## src/rtl/ccr_pkg.sv

```systemverilog
package ccr_pkg;
  typedef enum logic [2:0] {
    OP_NONE  = 3'd0,
    OP_ADD   = 3'd1,
    OP_SUB   = 3'd2,
    OP_SHIFT = 3'd3,
    OP_LOGIC = 3'd4,
    OP_LOAD  = 3'd5,
    OP_MANIP = 3'd6,
    OP_IDLE7 = 3'd7
  } opClass_e;

  typedef struct packed {
    logic setMask;
    logic clrMask;
    logic restore;
    logic snap;
  } ccrCtl_t;

  localparam int CCR_W = 8;
  localparam int C_POS = 0;
  localparam int Z_POS = 1;
  localparam int N_POS = 2;
  localparam int I_POS = 3;
  localparam int H_POS = 4;
endpackage

```

## src/rtl/ccr_ctl.sv

```systemverilog
module ccr_ctl
  import ccr_pkg::*;
(
  input  logic    clk,
  input  logic    rstN,
  input  logic    maskNow,
  input  logic    irqReq,
  input  logic    boundary,
  input  logic    stackDone,
  input  logic    vecFetch,
  input  logic    cliStb,
  input  logic    waitStb,
  input  logic    seiStb,
  input  logic    rtiStb,
  output ccrCtl_t ctl,
  output logic    irqTake
);
  typedef enum logic [1:0] {PH_IDLE, PH_STACK, PH_VEC} entryPhase_e;

  entryPhase_e phase;
  logic        pending;
  logic        reqLive;

  always_comb begin
    reqLive     = pending | irqReq;
    irqTake     = boundary & ~maskNow & reqLive & (phase == PH_IDLE);
    ctl.snap    = irqTake;
    ctl.restore = rtiStb;
    ctl.setMask = seiStb | (stackDone & (phase == PH_STACK));
    ctl.clrMask = cliStb | waitStb;
  end

  always_ff @(posedge clk or negedge rstN) begin
    if (!rstN) begin
      pending <= 1'b0;
      phase   <= PH_IDLE;
    end else begin
      pending <= reqLive & ~irqTake;
      unique case (phase)
        PH_IDLE:  if (irqTake)   phase <= PH_STACK;
        PH_STACK: if (stackDone) phase <= PH_VEC;
        PH_VEC:   if (vecFetch)  phase <= PH_IDLE;
        default:                 phase <= PH_IDLE;
      endcase
    end
  end
endmodule

```

## src/rtl/ccr_dp.sv

```systemverilog
module ccr_dp
  import ccr_pkg::*;
#(
  parameter int DATA_W   = 8,
  parameter int HALF_POS = DATA_W / 2
) (
  input  logic              clk,
  input  logic              rstN,
  input  ccrCtl_t           ctl,
  input  logic [2:0]        opCode,
  input  logic              opBitA,
  input  logic              opBitB,
  input  logic [DATA_W-1:0] result,
  input  logic              carryOut,
  input  logic [CCR_W-1:0]  rtiByte,
  output logic [CCR_W-1:0]  ccrOut,
  output logic [CCR_W-1:0]  stackImage,
  output logic              maskNow
);
  localparam int MSB = DATA_W - 1;
  localparam logic [CCR_W-1:0] STACK_RST = 8'hE8;

  logic hFlag, nFlag, zFlag, cFlag, iFlag;
  logic halfCarry, resNeg, resZero;
  opClass_e opClass;

  always_comb begin
    opClass   = opClass_e'(opCode);
    halfCarry = opBitA ^ opBitB ^ result[HALF_POS];
    resNeg    = result[MSB];
    resZero   = (result == '0);
    maskNow   = iFlag;
    ccrOut    = {3'b111, hFlag, iFlag, nFlag, zFlag, cFlag};
  end

  always_ff @(posedge clk or negedge rstN) begin
    if (!rstN)                iFlag <= 1'b1;
    else if (ctl.restore)     iFlag <= rtiByte[I_POS];
    else if (ctl.setMask)     iFlag <= 1'b1;
    else if (ctl.clrMask)     iFlag <= 1'b0;
  end

  always_ff @(posedge clk) begin
    if (ctl.restore) begin
      hFlag <= rtiByte[H_POS];
      nFlag <= rtiByte[N_POS];
      zFlag <= rtiByte[Z_POS];
      cFlag <= rtiByte[C_POS];
    end else begin
      unique case (opClass)
        OP_ADD: begin
          hFlag <= halfCarry;
          nFlag <= resNeg;
          zFlag <= resZero;
          cFlag <= carryOut;
        end
        OP_SUB, OP_SHIFT: begin
          nFlag <= resNeg;
          zFlag <= resZero;
          cFlag <= carryOut;
        end
        OP_LOGIC, OP_LOAD, OP_MANIP: begin
          nFlag <= resNeg;
          zFlag <= resZero;
        end
        default: ;
      endcase
    end
  end

  always_ff @(posedge clk or negedge rstN) begin
    if (!rstN)         stackImage <= STACK_RST;
    else if (ctl.snap) stackImage <= ccrOut;
  end
endmodule

```

## src/rtl/ccr_unit.sv

```systemverilog
module ccr_unit
  import ccr_pkg::*;
#(
  parameter int DATA_W   = 8,
  parameter int HALF_POS = DATA_W / 2
) (
  input  logic              clk,
  input  logic              rstN,
  input  logic [2:0]        opCode,
  input  logic              opBitA,
  input  logic              opBitB,
  input  logic [DATA_W-1:0] result,
  input  logic              carryOut,
  input  logic              cliStb,
  input  logic              waitStb,
  input  logic              seiStb,
  input  logic              stackDone,
  input  logic              vecFetch,
  input  logic              rtiStb,
  input  logic [7:0]        rtiByte,
  input  logic              irqReq,
  input  logic              boundary,
  output logic [7:0]        ccrOut,
  output logic [7:0]        stackImage,
  output logic              irqTake
);
  ccrCtl_t ctl;
  logic    maskNow;

  ccr_ctl u_ctl (
    .clk(clk), .rstN(rstN), .maskNow(maskNow), .irqReq(irqReq),
    .boundary(boundary), .stackDone(stackDone), .vecFetch(vecFetch),
    .cliStb(cliStb), .waitStb(waitStb), .seiStb(seiStb), .rtiStb(rtiStb),
    .ctl(ctl), .irqTake(irqTake)
  );

  ccr_dp #(.DATA_W(DATA_W), .HALF_POS(HALF_POS)) u_dp (
    .clk(clk), .rstN(rstN), .ctl(ctl), .opCode(opCode),
    .opBitA(opBitA), .opBitB(opBitB), .result(result),
    .carryOut(carryOut), .rtiByte(rtiByte), .ccrOut(ccrOut),
    .stackImage(stackImage), .maskNow(maskNow)
  );
endmodule

```

## config.mk

```make
export PLATFORM = sky130hd
export DESIGN_NAME = ccr_unit
export DESIGN_NICKNAME = d
export VERILOG_FILES = /design/src/rtl/ccr_pkg.sv /design/src/rtl/ccr_ctl.sv /design/src/rtl/ccr_dp.sv /design/src/rtl/ccr_unit.sv
export SDC_FILE = /design/constraint.sdc
export NUM_CORES = 1
export LEC_CHECK = 0
export BUFFER_PORTS_ARGS = -buffer_cell sky130_fd_sc_hd__buf_2
export CORE_MARGIN = 3
export CORE_UTILIZATION = 40
export DETAILED_ROUTE_END_ITERATION = 8
export HOLD_SLACK_MARGIN = 0.06
export PLACE_DENSITY = 0.77
export SKIP_LAST_GASP = 1
export SLEW_MARGIN = 30
export SYNTH_ARGS = -nofsm -noshare
export SYNTH_HDL_FRONTEND = slang
export SYNTH_HIERARCHICAL = 1
export SYNTH_SLANG_ARGS = --single-unit
```

## constraint.sdc

```tcl
create_clock -name clk -period 1.84 [get_ports clk]
set_input_delay 0.092 -clock clk [delete_from_list [all_inputs] [get_ports clk]]
set_output_delay 0.092 -clock clk [all_outputs]
set_load 0.02 [all_outputs]
```

==> flow_metrics.tcl, run 1 <==
set metrics [dict create \
    skew_ps 0.5886 \
    finalSetupViolCount 0 \
    placed_area_um2 894.6 \
    dieWidth_um 49.00 \
    async_flop_share_pct 69.23 \
    syn_area_um2 739.5 \
    ys_seq_area_share_pct 47.04 \
    gp_congestion 0.6633 \
    leakage_nw 0.4505 \
    drtAntennaViolNets 0 \
    num-fill-cells 152 \
    synth_top_area_share_pct 23.69 \
    diodes 0 \
    finish.instance_area_um2 940.9 \
    cp-start-kind "input pin" \
    status "completed" \
    synthTopCellsByArea "dfrtp_1 24%, edfxtp_1 16%, buf_4 13%" \
    dr_total_vias 567 \
    drt_iter0_drc 18 \
    fin_util_pct 58.39 \
    synth_edf_count 4 \
    fin_crit_ps 1401 \
    grt_pass1_wl_um 2076 \
    dp.cells 118 \
    syn2layout_area_growth_pct 27.24 \
    whs_path_depth 3 \
    hold_violations 0 \
    core_region_area_um2 1612 \
    avgRoutedWirePerCell_um 10.67 \
    syn_area_per_cell_um2 11.74 \
    ys.flop_type "dfrtp_1" \
    cts_resized 0 \
    worstSetupPathType "in -> reg" \
    rsz0062_at_grt "no" \
    cp_max_fo 5 \
    tns_ps 0 \
    drive_gt1_share_pct 57.00 \
    post_drt_via_cell_ratio 4.573 \
    period_share_pct 76.13 \
    drc 0 \
    grt_start_max_net_pins 12 \
    firstDrtPassIters 4 \
    clk_path_buf_depth 2 \
    cts_sinks 13 \
    grt_pass1_vias 497 \
    ys_ff_latch 13 \
    clock_latency_ps 270 \
    grt_antenna_before_repair 0 \
    final_max_slew_viol_count 0 \
    rows 14 \
    postSynthCellCount 63 \
    ios 49 \
    ys_types 28 \
    yosysWarnings 6 \
    cts_buffers 3 \
    root_buffer "clkbuf_4" \
    port_buffers 39 \
    required_ps 2000 \
    ir_drop_v 0.0005732 \
    cts_tree "built" \
    hp-class "in -> reg" \
    die_h_um 49.00 \
    arrival_ps 1560 \
    yosys.area.top_type "dfrtp_1" \
    grt.total_usage_pct 11.80 \
    die-area_um2 2401 \
    power.density_nw_per_um2 986.9 \
    routed_wl_um 1323 \
    layout.cells.non_filler 124 \
    final_nets 133 \
    power_w 0.0009286 \
    hpwl_um 1140 \
    fmaxAchievable_ghz 0.7139 \
    initial_core_util_pct 45.89 \
    clk_pin_slew_ps 70 \
    reg2regPathDepth 3 \
    worstSetupEndpointType "flip-flop" \
    htree_num_levels 1 \
    drv_cap 0 \
    overflow 0 \
]
==> cells by family after synthesis <==
| family | synth area share (%) |
|---|---|
| buffers and inverters | 13.87 |
| AND/OR/NAND/NOR | 16.08 |
| multiplexers | 10.66 |
| AO/OA/AOI/OAI | 8.800 |
| flip-flops | 47.04 |
| other | 0.5071 |
| XOR/XNOR | 3.045 |
==> placed cells by master, fill, tap and decap left out, types with 2 or more instances in the layout <==
cell | Yosys | routed
dfstp_2 | 2 | 2
or2_2 | 2 | 2
clkbuf_4 | 0 | 3
nor2_1 | 2 | 2
nand2b_1 | 4 | 4
dlygate4sd3_1 | 0 | 2
buf_2 | 1 | 39
dfrtp_1 | 7 | 7
o21ai_0 | 2 | 2
edfxtp_1 | 4 | 4
conb_1 | 1 | 6
mux2_2 | 7 | 7
nand2_1 | 2 | 2
==> cell type report <==
type,instances,area [um2],share of cell area [%]
Sequential cell,13,347.8,36.97
Clock buffer,4,26.28,2.793
Tap cell,24,30.03,3.191
Timing Repair Buffer,42,222.7,23.67
Multi-Input combinational cell,41,314.1,33.38
==> worst max-delay path, cell delays in order <==
cell	delay [ps]
dlygate4sd3_1	530
buf_2	110
nor2_1	60
nor4_2	250
buf_4	190
mux2_2	330
==> per-layer routing <==
metal	GRT usage, %	share of wire, %	vias to the layer above
li1	-	-	281
met1	12.88	38	258
met2	19.00	52	26
met3	2.141	7.6	2
met4	11.37	1.9	0
met5	0	0	-
==> Yosys cell counts, types with 2 or more instances <==
cell type	count
o21ai_0	2
dfstp_2	2
edfxtp_1	4
or2_2	2
nand2_1	2
dfrtp_1	7
nand2b_1	4
nor2_1	2
buf_4	13
mux2_2	7
==> registers in the layout (all words and copies together), names as in the netlist <==
signal and count:
u_ctl/pending 1, u_ctl/phase 2, u_dp/cFlag 1, u_dp/hFlag 1
u_dp/maskNow 1, u_dp/nFlag 1, u_dp/stackImage 5, u_dp/zFlag 1
==> per-stage QoR <==
| step | hold WS [ps] | worst slack [ps] |
|---|---|---|
| after floorplan | -203.6 | 185.0 |
| after global placement | -48.62 | 458.0 |
| after detailed placement | -54.74 | 455.0 |
| after CTS | 77.29 | 439.2 |
| after global routing | 87.40 | 349.9 |
| final | 80.20 | 439.3 |
==> power by group <==
part	total (W)	internal, W	switching [W]
Sequential	0.000434	0.000389	0.0000446
Clock	0.000167	0.0000840	0.0000835
Combinational	0.000328	0.000149	0.000179
Total	0.000929	0.000622	0.000307
==> worst paths after layout <==
kind                                                startpoint                        endpoint  slack (ps)
worst min register to register  u_dp/stackImage[1]$_DFFE_PN0P_  u_dp/stackImage[1]$_DFFE_PN0P_         500
worst max register to register      u_ctl/phase[0]$_DFFE_PN0P_  u_dp/stackImage[2]$_DFFE_PN0P_         450
max in group asynchronous                                 rstN        u_dp/maskNow$_DFFE_PN1P_        1410
min in group asynchronous                                 rstN  u_dp/stackImage[0]$_DFFE_PN0P_         190
worst min-delay path                                  vecFetch      u_ctl/phase[1]$_DFFE_PN0P_          80
worst max-delay path                                    irqReq  u_dp/stackImage[2]$_DFFE_PN0P_         440
==> repair_timing <==
item	4_1_cts	5_1_grt
hold buffers	2	0
hold endpoints to repair	10	0
buffers inserted	0	0
Power figures use the tool's default switching activity.
==> run 2: changes to the inputs <==
==> constraint.sdc (replaced) <==
create_clock -name clk -period 1.3 [get_ports clk]
set_input_delay 0.065 -clock clk [delete_from_list [all_inputs] [get_ports clk]]
set_output_delay 0.065 -clock clk [all_outputs]
set_load 0.02 [all_outputs]
==> run 2 against run 1 <==
The flow now finishes with violations (negative setup slack); clock skew increased by 4.5 ps; via count increased by 3.4%; design area is 7.3% higher; critical path type is now reg -> out; routed wire length is 5.8% higher; total power increased by 47%; clock-buffer cell count is the same; critical endpoint is now irqTake; first-iteration DRC count decreased by 67%; sequential power grew 40%; global-route usage grew 0.15 points; register-to-register slack got worse by 450 ps; critical path depth fell by 3.
==> flow_metrics.tcl, run 2 (synthesis gave the netlist of run 1 again) <==
set metrics [dict create \
    dieWidth_um 49.00 \
    drv_cap 0 \
    die-area_um2 2401 \
    postCtsSetupRepairBufs 0 \
    ios 49 \
    power.density_nw_per_um2 1355 \
    drive_gt1_share_pct 60.00 \
    root_buffer "clkbuf_4" \
    die_h_um 49.00 \
    power_w 0.001368 \
    worstSetupPathType "reg -> out" \
    fmaxAchievable_ghz 0.7643 \
    cp_max_fo 6 \
    hp-start "stackDone" \
    ir_drop_v 0.0007181 \
    cp-start-kind "flip-flop" \
    cts_buffers 3 \
    internal_power_w 0.0009156 \
    period_share_pct 100.6 \
    tns_ps -9.573 \
    largest_reg_flops 5 \
    hp-class "in -> reg" \
    required_ps 1240 \
    hold_violations 0 \
    hpwl_um 1162 \
    cts_tree "built" \
    final_common_cell "buf_2" \
    initial_core_util_pct 45.89 \
    routed_wl_um 1400 \
    top_regs "u_dp/stackImage (5), u_ctl/phase (2)" \
    seqPwrFrac_pct 44.4 \
    hold_end "u_ctl/phase[0]$_DFFE_PN0P_" \
    htree_num_levels 1 \
    diodes 0 \
    worstSetupEndpointType "primary output" \
    comb_power_share_pct 38.1 \
    fin_crit_ps 1308 \
    grt.total_usage_pct 11.95 \
    dr_total_vias 586 \
    violations "negative setup slack" \
    grt_pass1_vias 540 \
    port_buffers 39 \
    rsz0062_at_grt "yes" \
    p_sw_w 0.0004528 \
    drc 0 \
    grt_pass1_wl_um 2201 \
    swShare_pct 33.09 \
    whs_path_depth 3 \
    r2r-start "u_ctl/phase[0]$_DFFE_PN0P_" \
    status "finished, violations left" \
    avgRoutedWirePerCell_um 10.85 \
    clock_latency_ps 270 \
    fin_ws_ps -8.315 \
    grt_antenna_before_repair 0 \
    drtAntennaViolNets 0 \
    leakage_nw 0.4836 \
    core_region_area_um2 1612 \
    clk_path_buf_depth 2 \
    skew_ps 5.062 \
    placed_area_um2 933.4 \
    cts_sinks 13 \
    largest-register "u_dp/stackImage" \
    clk_pin_slew_ps 80 \
    syn2layout_area_growth_pct 36.55 \
    r2r_end "u_dp/stackImage[1]$_DFFE_PN0P_" \
    firstDrtPassIters 4 \
    overflow 0 \
    finalSetupViolCount 2 \
    reg2regPathDepth 3 \
    layout.cells.most_common_list "38 x buf_2, 7 x dfrtp_1, 7 x mux2_2, 6 x conb_1" \
    p_clk_share_pct 17.6 \
    gp_congestion 0.6680 \
    post_drt_via_cell_ratio 4.543 \
    drt_iter0_drc 6 \
    layout.cells.non_filler 129 \
    rows 14 \
    grt_start_max_net_pins 12 \
    final_max_slew_viol_count 0 \
    dp.cells 122 \
    final_nets 138 \
    arrival_ps 1240 \
    reg2reg_slack_ps 0 \
    finish.instance_area_um2 1010 \
]
## run 2: cell types whose count changed in the layout (fill, tap and decap cells not counted), sizes merged
cell         before  now
buf              40   44
dlygate4sd3       2    3
## run 2: critical path, stage by stage, from the launching register on
cell and delay (ps):
dfrtp_1 410, nor4_4 280, buf_6 160, buf_6 120
## run 2: worst max-delay path by stage
stage                          startpoint                             end  slack (ps)  cells after the start
6_report       u_ctl/phase[0]$_DFFE_PN0P_                         irqTake          -8                      3
5_1_grt        u_ctl/phase[0]$_DFFE_PN0P_                         irqTake         -60                      3
4_1_cts          u_dp/maskNow$_DFFE_PN1P_                         irqTake         -60                      4
3_5_place_dp     u_dp/maskNow$_DFFE_PN1P_  u_dp/stackImage[1]$_DFFE_PN0P_           4                      4
3_3_place_gp     u_dp/maskNow$_DFFE_PN1P_  u_dp/stackImage[4]$_DFFE_PN0P_          20                      4
2_1_floorplan  u_ctl/phase[0]$_DFFE_PN0P_  u_dp/stackImage[0]$_DFFE_PN0P_        -210                      3
## run 2: final cells by class
cell class / instances / area (um2)
sequential: 13 / 347.8
clock buffer: 4 / 26.28
fill: 146 / 601.8
timing repair buffer: 47 / 272.8
multi-input combinational: 41 / 332.8
tap: 24 / 30.03
## run 2: power groups by stage
stage	clock (W)	combinational (W)	sequential (W)
floorplan	0	0.000240	0.000722
detailed placement	0	0.000505	0.000616
CTS	0.000249	0.000519	0.000607
global route	0.000277	0.000557	0.000625
global placement	0	0.000496	0.000610
finish	0.000241	0.000521	0.000607
## run 2: layer usage
metal	vias up	wire length, um	GRT usage, %
met5	-	0	0
met4	0	13	7.109
met3	2	103	1.835
met2	25	697	21.04
met1	266	586	13.51
li1	293	-	-
## run 2: metrics by stage
stage | setup slack, ps | hold slack, ps | util, %
6_report | -8.315 | 70.87 | 62.66
5_1_grt | -64.28 | 63.87 | 62.66
4_1_cts | -58.77 | 67.24 | 62.03
3_5_place_dp | 4.485 | -75.08 | 57.92
3_3_place_gp | 24.89 | -79.75 | 57.92
2_1_floorplan | -212.2 | -230.6 | -
## run 2: what timing repair did
item,in CTS,in global routing
hold endpoints to repair,11,0
resized for setup,2,3
endpoints found under the setup margin,5,6
hold buffers,3,0
==> run 3: changes to the inputs <==
--- a/config.mk
+++ b/config.mk
@@ -11,6 +11,7 @@
 export DETAILED_ROUTE_END_ITERATION = 8
 export HOLD_SLACK_MARGIN = 0.06
 export PLACE_DENSITY = 0.77
+export RECOVER_POWER = 100
 export SKIP_LAST_GASP = 1
 export SLEW_MARGIN = 30
 export SYNTH_ARGS = -nofsm -noshare
==> run 3 against run 2 <==
The flow still finishes with violations (negative setup slack); combinational power decreased by 6.7%; maximum frequency increased by 0.19%; sequential power increased by 0.7%; largest power group unchanged.
==> flow_metrics.tcl, run 3 (synthesis gave the netlist of run 1 again) <==
set metrics [dict create \
    cts_sinks 13 \
    htree_num_levels 1 \
    final_common_cell "buf_2" \
    grt_pass1_vias 540 \
    layout.cells.non_filler 129 \
    syn2layout_area_growth_pct 33.16 \
    largest_reg_flops 5 \
    hold_violations 0 \
    reg2regPathDepth 3 \
    initial_core_util_pct 45.89 \
    placed_area_um2 933.4 \
    fin_crit_ps 1306 \
    critPathCapture "irqTake" \
    die-area_um2 2401 \
    required_ps 1240 \
    diodes 0 \
    internal_power_w 0.0008819 \
    grt_antenna_before_repair 0 \
    swShare_pct 33.97 \
    leakage_nw 0.4411 \
    cp_max_fo 6 \
    seqPwrFrac_pct 45.7 \
    skew_ps 3.441 \
    cp-start-kind "flip-flop" \
    core_region_area_um2 1612 \
    firstDrtPassIters 4 \
    drt_iter0_drc 10 \
    hpwl_um 1162 \
    dp.cells 122 \
    layout.cells.most_common_list "25 x buf_2, 15 x clkbuf_1, 7 x dfrtp_1, 7 x mux2_2, 6 x conb_1" \
    drv_cap 0 \
    ir_drop_v 0.0006816 \
    drive_gt1_share_pct 45.71 \
    r2r-start "u_ctl/phase[0]$_DFFE_PN0P_" \
    largest-register "u_dp/stackImage" \
    drtAntennaViolNets 0 \
    grt_pass1_wl_um 2201 \
    routed_wl_um 1414 \
    rsz0062_at_grt "yes" \
    p_clk_share_pct 17.9 \
    finalSetupViolCount 1 \
    grt_start_max_net_pins 12 \
    final_nets 138 \
    comb_power_share_pct 36.4 \
    die_h_um 49.00 \
    post_drt_via_cell_ratio 4.535 \
    drc 0 \
    final_max_slew_viol_count 0 \
    root_buffer "clkbuf_4" \
    port_buffers 39 \
    num-fill-cells 149 \
    worstSetupPathType "reg -> out" \
    overflow 0 \
    cts_buffers 3 \
    cts_tree "built" \
    ios 49 \
    r2r_end "u_dp/stackImage[1]$_DFFE_PN0P_" \
    dieWidth_um 49.00 \
    finish.instance_area_um2 984.7 \
    clk_pin_slew_ps 80 \
    clk_path_buf_depth 2 \
    arrival_ps 1240 \
    rows 14 \
    status "finished, violations left" \
    hold_ws_ps 72.06 \
    worstSetupEndpointType "primary output" \
    whs_path_depth 3 \
    hp-class "in -> reg" \
    gp_congestion 0.6680 \
    fin_ws_ps -5.850 \
    top_regs "u_dp/stackImage (5), u_ctl/phase (2)" \
    reg2reg_slack_ps 0 \
    clock_latency_ps 260 \
    fmaxAchievable_ghz 0.7658 \
    preCtsSetupSlack_ps 4.485 \
    p_sw_w 0.0004538 \
    dr_total_vias 585 \
    avgRoutedWirePerCell_um 10.96 \
    power.density_nw_per_um2 1356 \
    crit_path_start "u_ctl/phase[0]$_DFFE_PN0P_" \
    period_share_pct 100.5 \
    grt.total_usage_pct 11.95 \
    violations "negative setup slack" \
]
run 3: layout make-up:
cell class / count / area (um2) / area share [%]
Sequential cell: 13 / 347.8 / 35.32
Tap cell: 24 / 30.03 / 3.050
Clock buffer: 4 / 26.28 / 2.668
Multi-Input combinational cell: 41 / 327.8 / 33.29
Timing Repair Buffer: 47 / 252.7 / 25.67
run 3: timing repair:
item,4_1_cts,5_1_grt
buffers inserted,0,0
hold buffers,3,0
endpoints found under the setup margin,5,6
resized for setup,2,3
hold endpoints to repair,11,0
run 3: worst min-delay path by stage:
stage | endpoint | from
floorplan | u_ctl/pending$_DFF_PN0_ | rstN
global placement | u_ctl/pending$_DFF_PN0_ | rstN
detailed placement | u_ctl/pending$_DFF_PN0_ | rstN
CTS | u_ctl/phase[0]$_DFFE_PN0P_ | stackDone
global route | u_dp/zFlag$_DFFE_PP_ | rtiByte[1]
finish | u_ctl/phase[0]$_DFFE_PN0P_ | stackDone
run 3: routing by layer:
metal	GRT usage [%]	vias up	routed length, um
li1	-	292	-
met1	13.51	264	600
met2	21.04	27	698
met3	1.835	2	101
met4	7.109	0	13
met5	0	-	0
run 3: critical path: stages, from the launching register on:
cell	delay, ps
dfrtp_1	410
nor4_4	280
buf_6	160
buf_6	120
run 3: stage by stage:
stage	utilization (%)	TNS (ps)	power [W]
2_1_floorplan	-	-1020	0.0009617
3_3_place_gp	57.92	0	0.001107
3_5_place_dp	57.92	0	0.001121
4_1_cts	62.03	-69.73	0.001375
5_1_grt	61.10	-188.9	0.001430
6_report	61.10	-5.850	0.001336
run 3: power by group through the flow:
| stage | Combinational, W | Sequential [W] | Clock, W |
|---|---|---|---|
| after detailed placement | 0.000505 | 0.000616 | 0 |
| after global routing | 0.000525 | 0.000628 | 0.000277 |
| after global placement | 0.000496 | 0.000610 | 0 |
| after floorplan | 0.000240 | 0.000722 | 0 |
| final | 0.000486 | 0.000611 | 0.000239 |
| after CTS | 0.000519 | 0.000607 | 0.000249 |
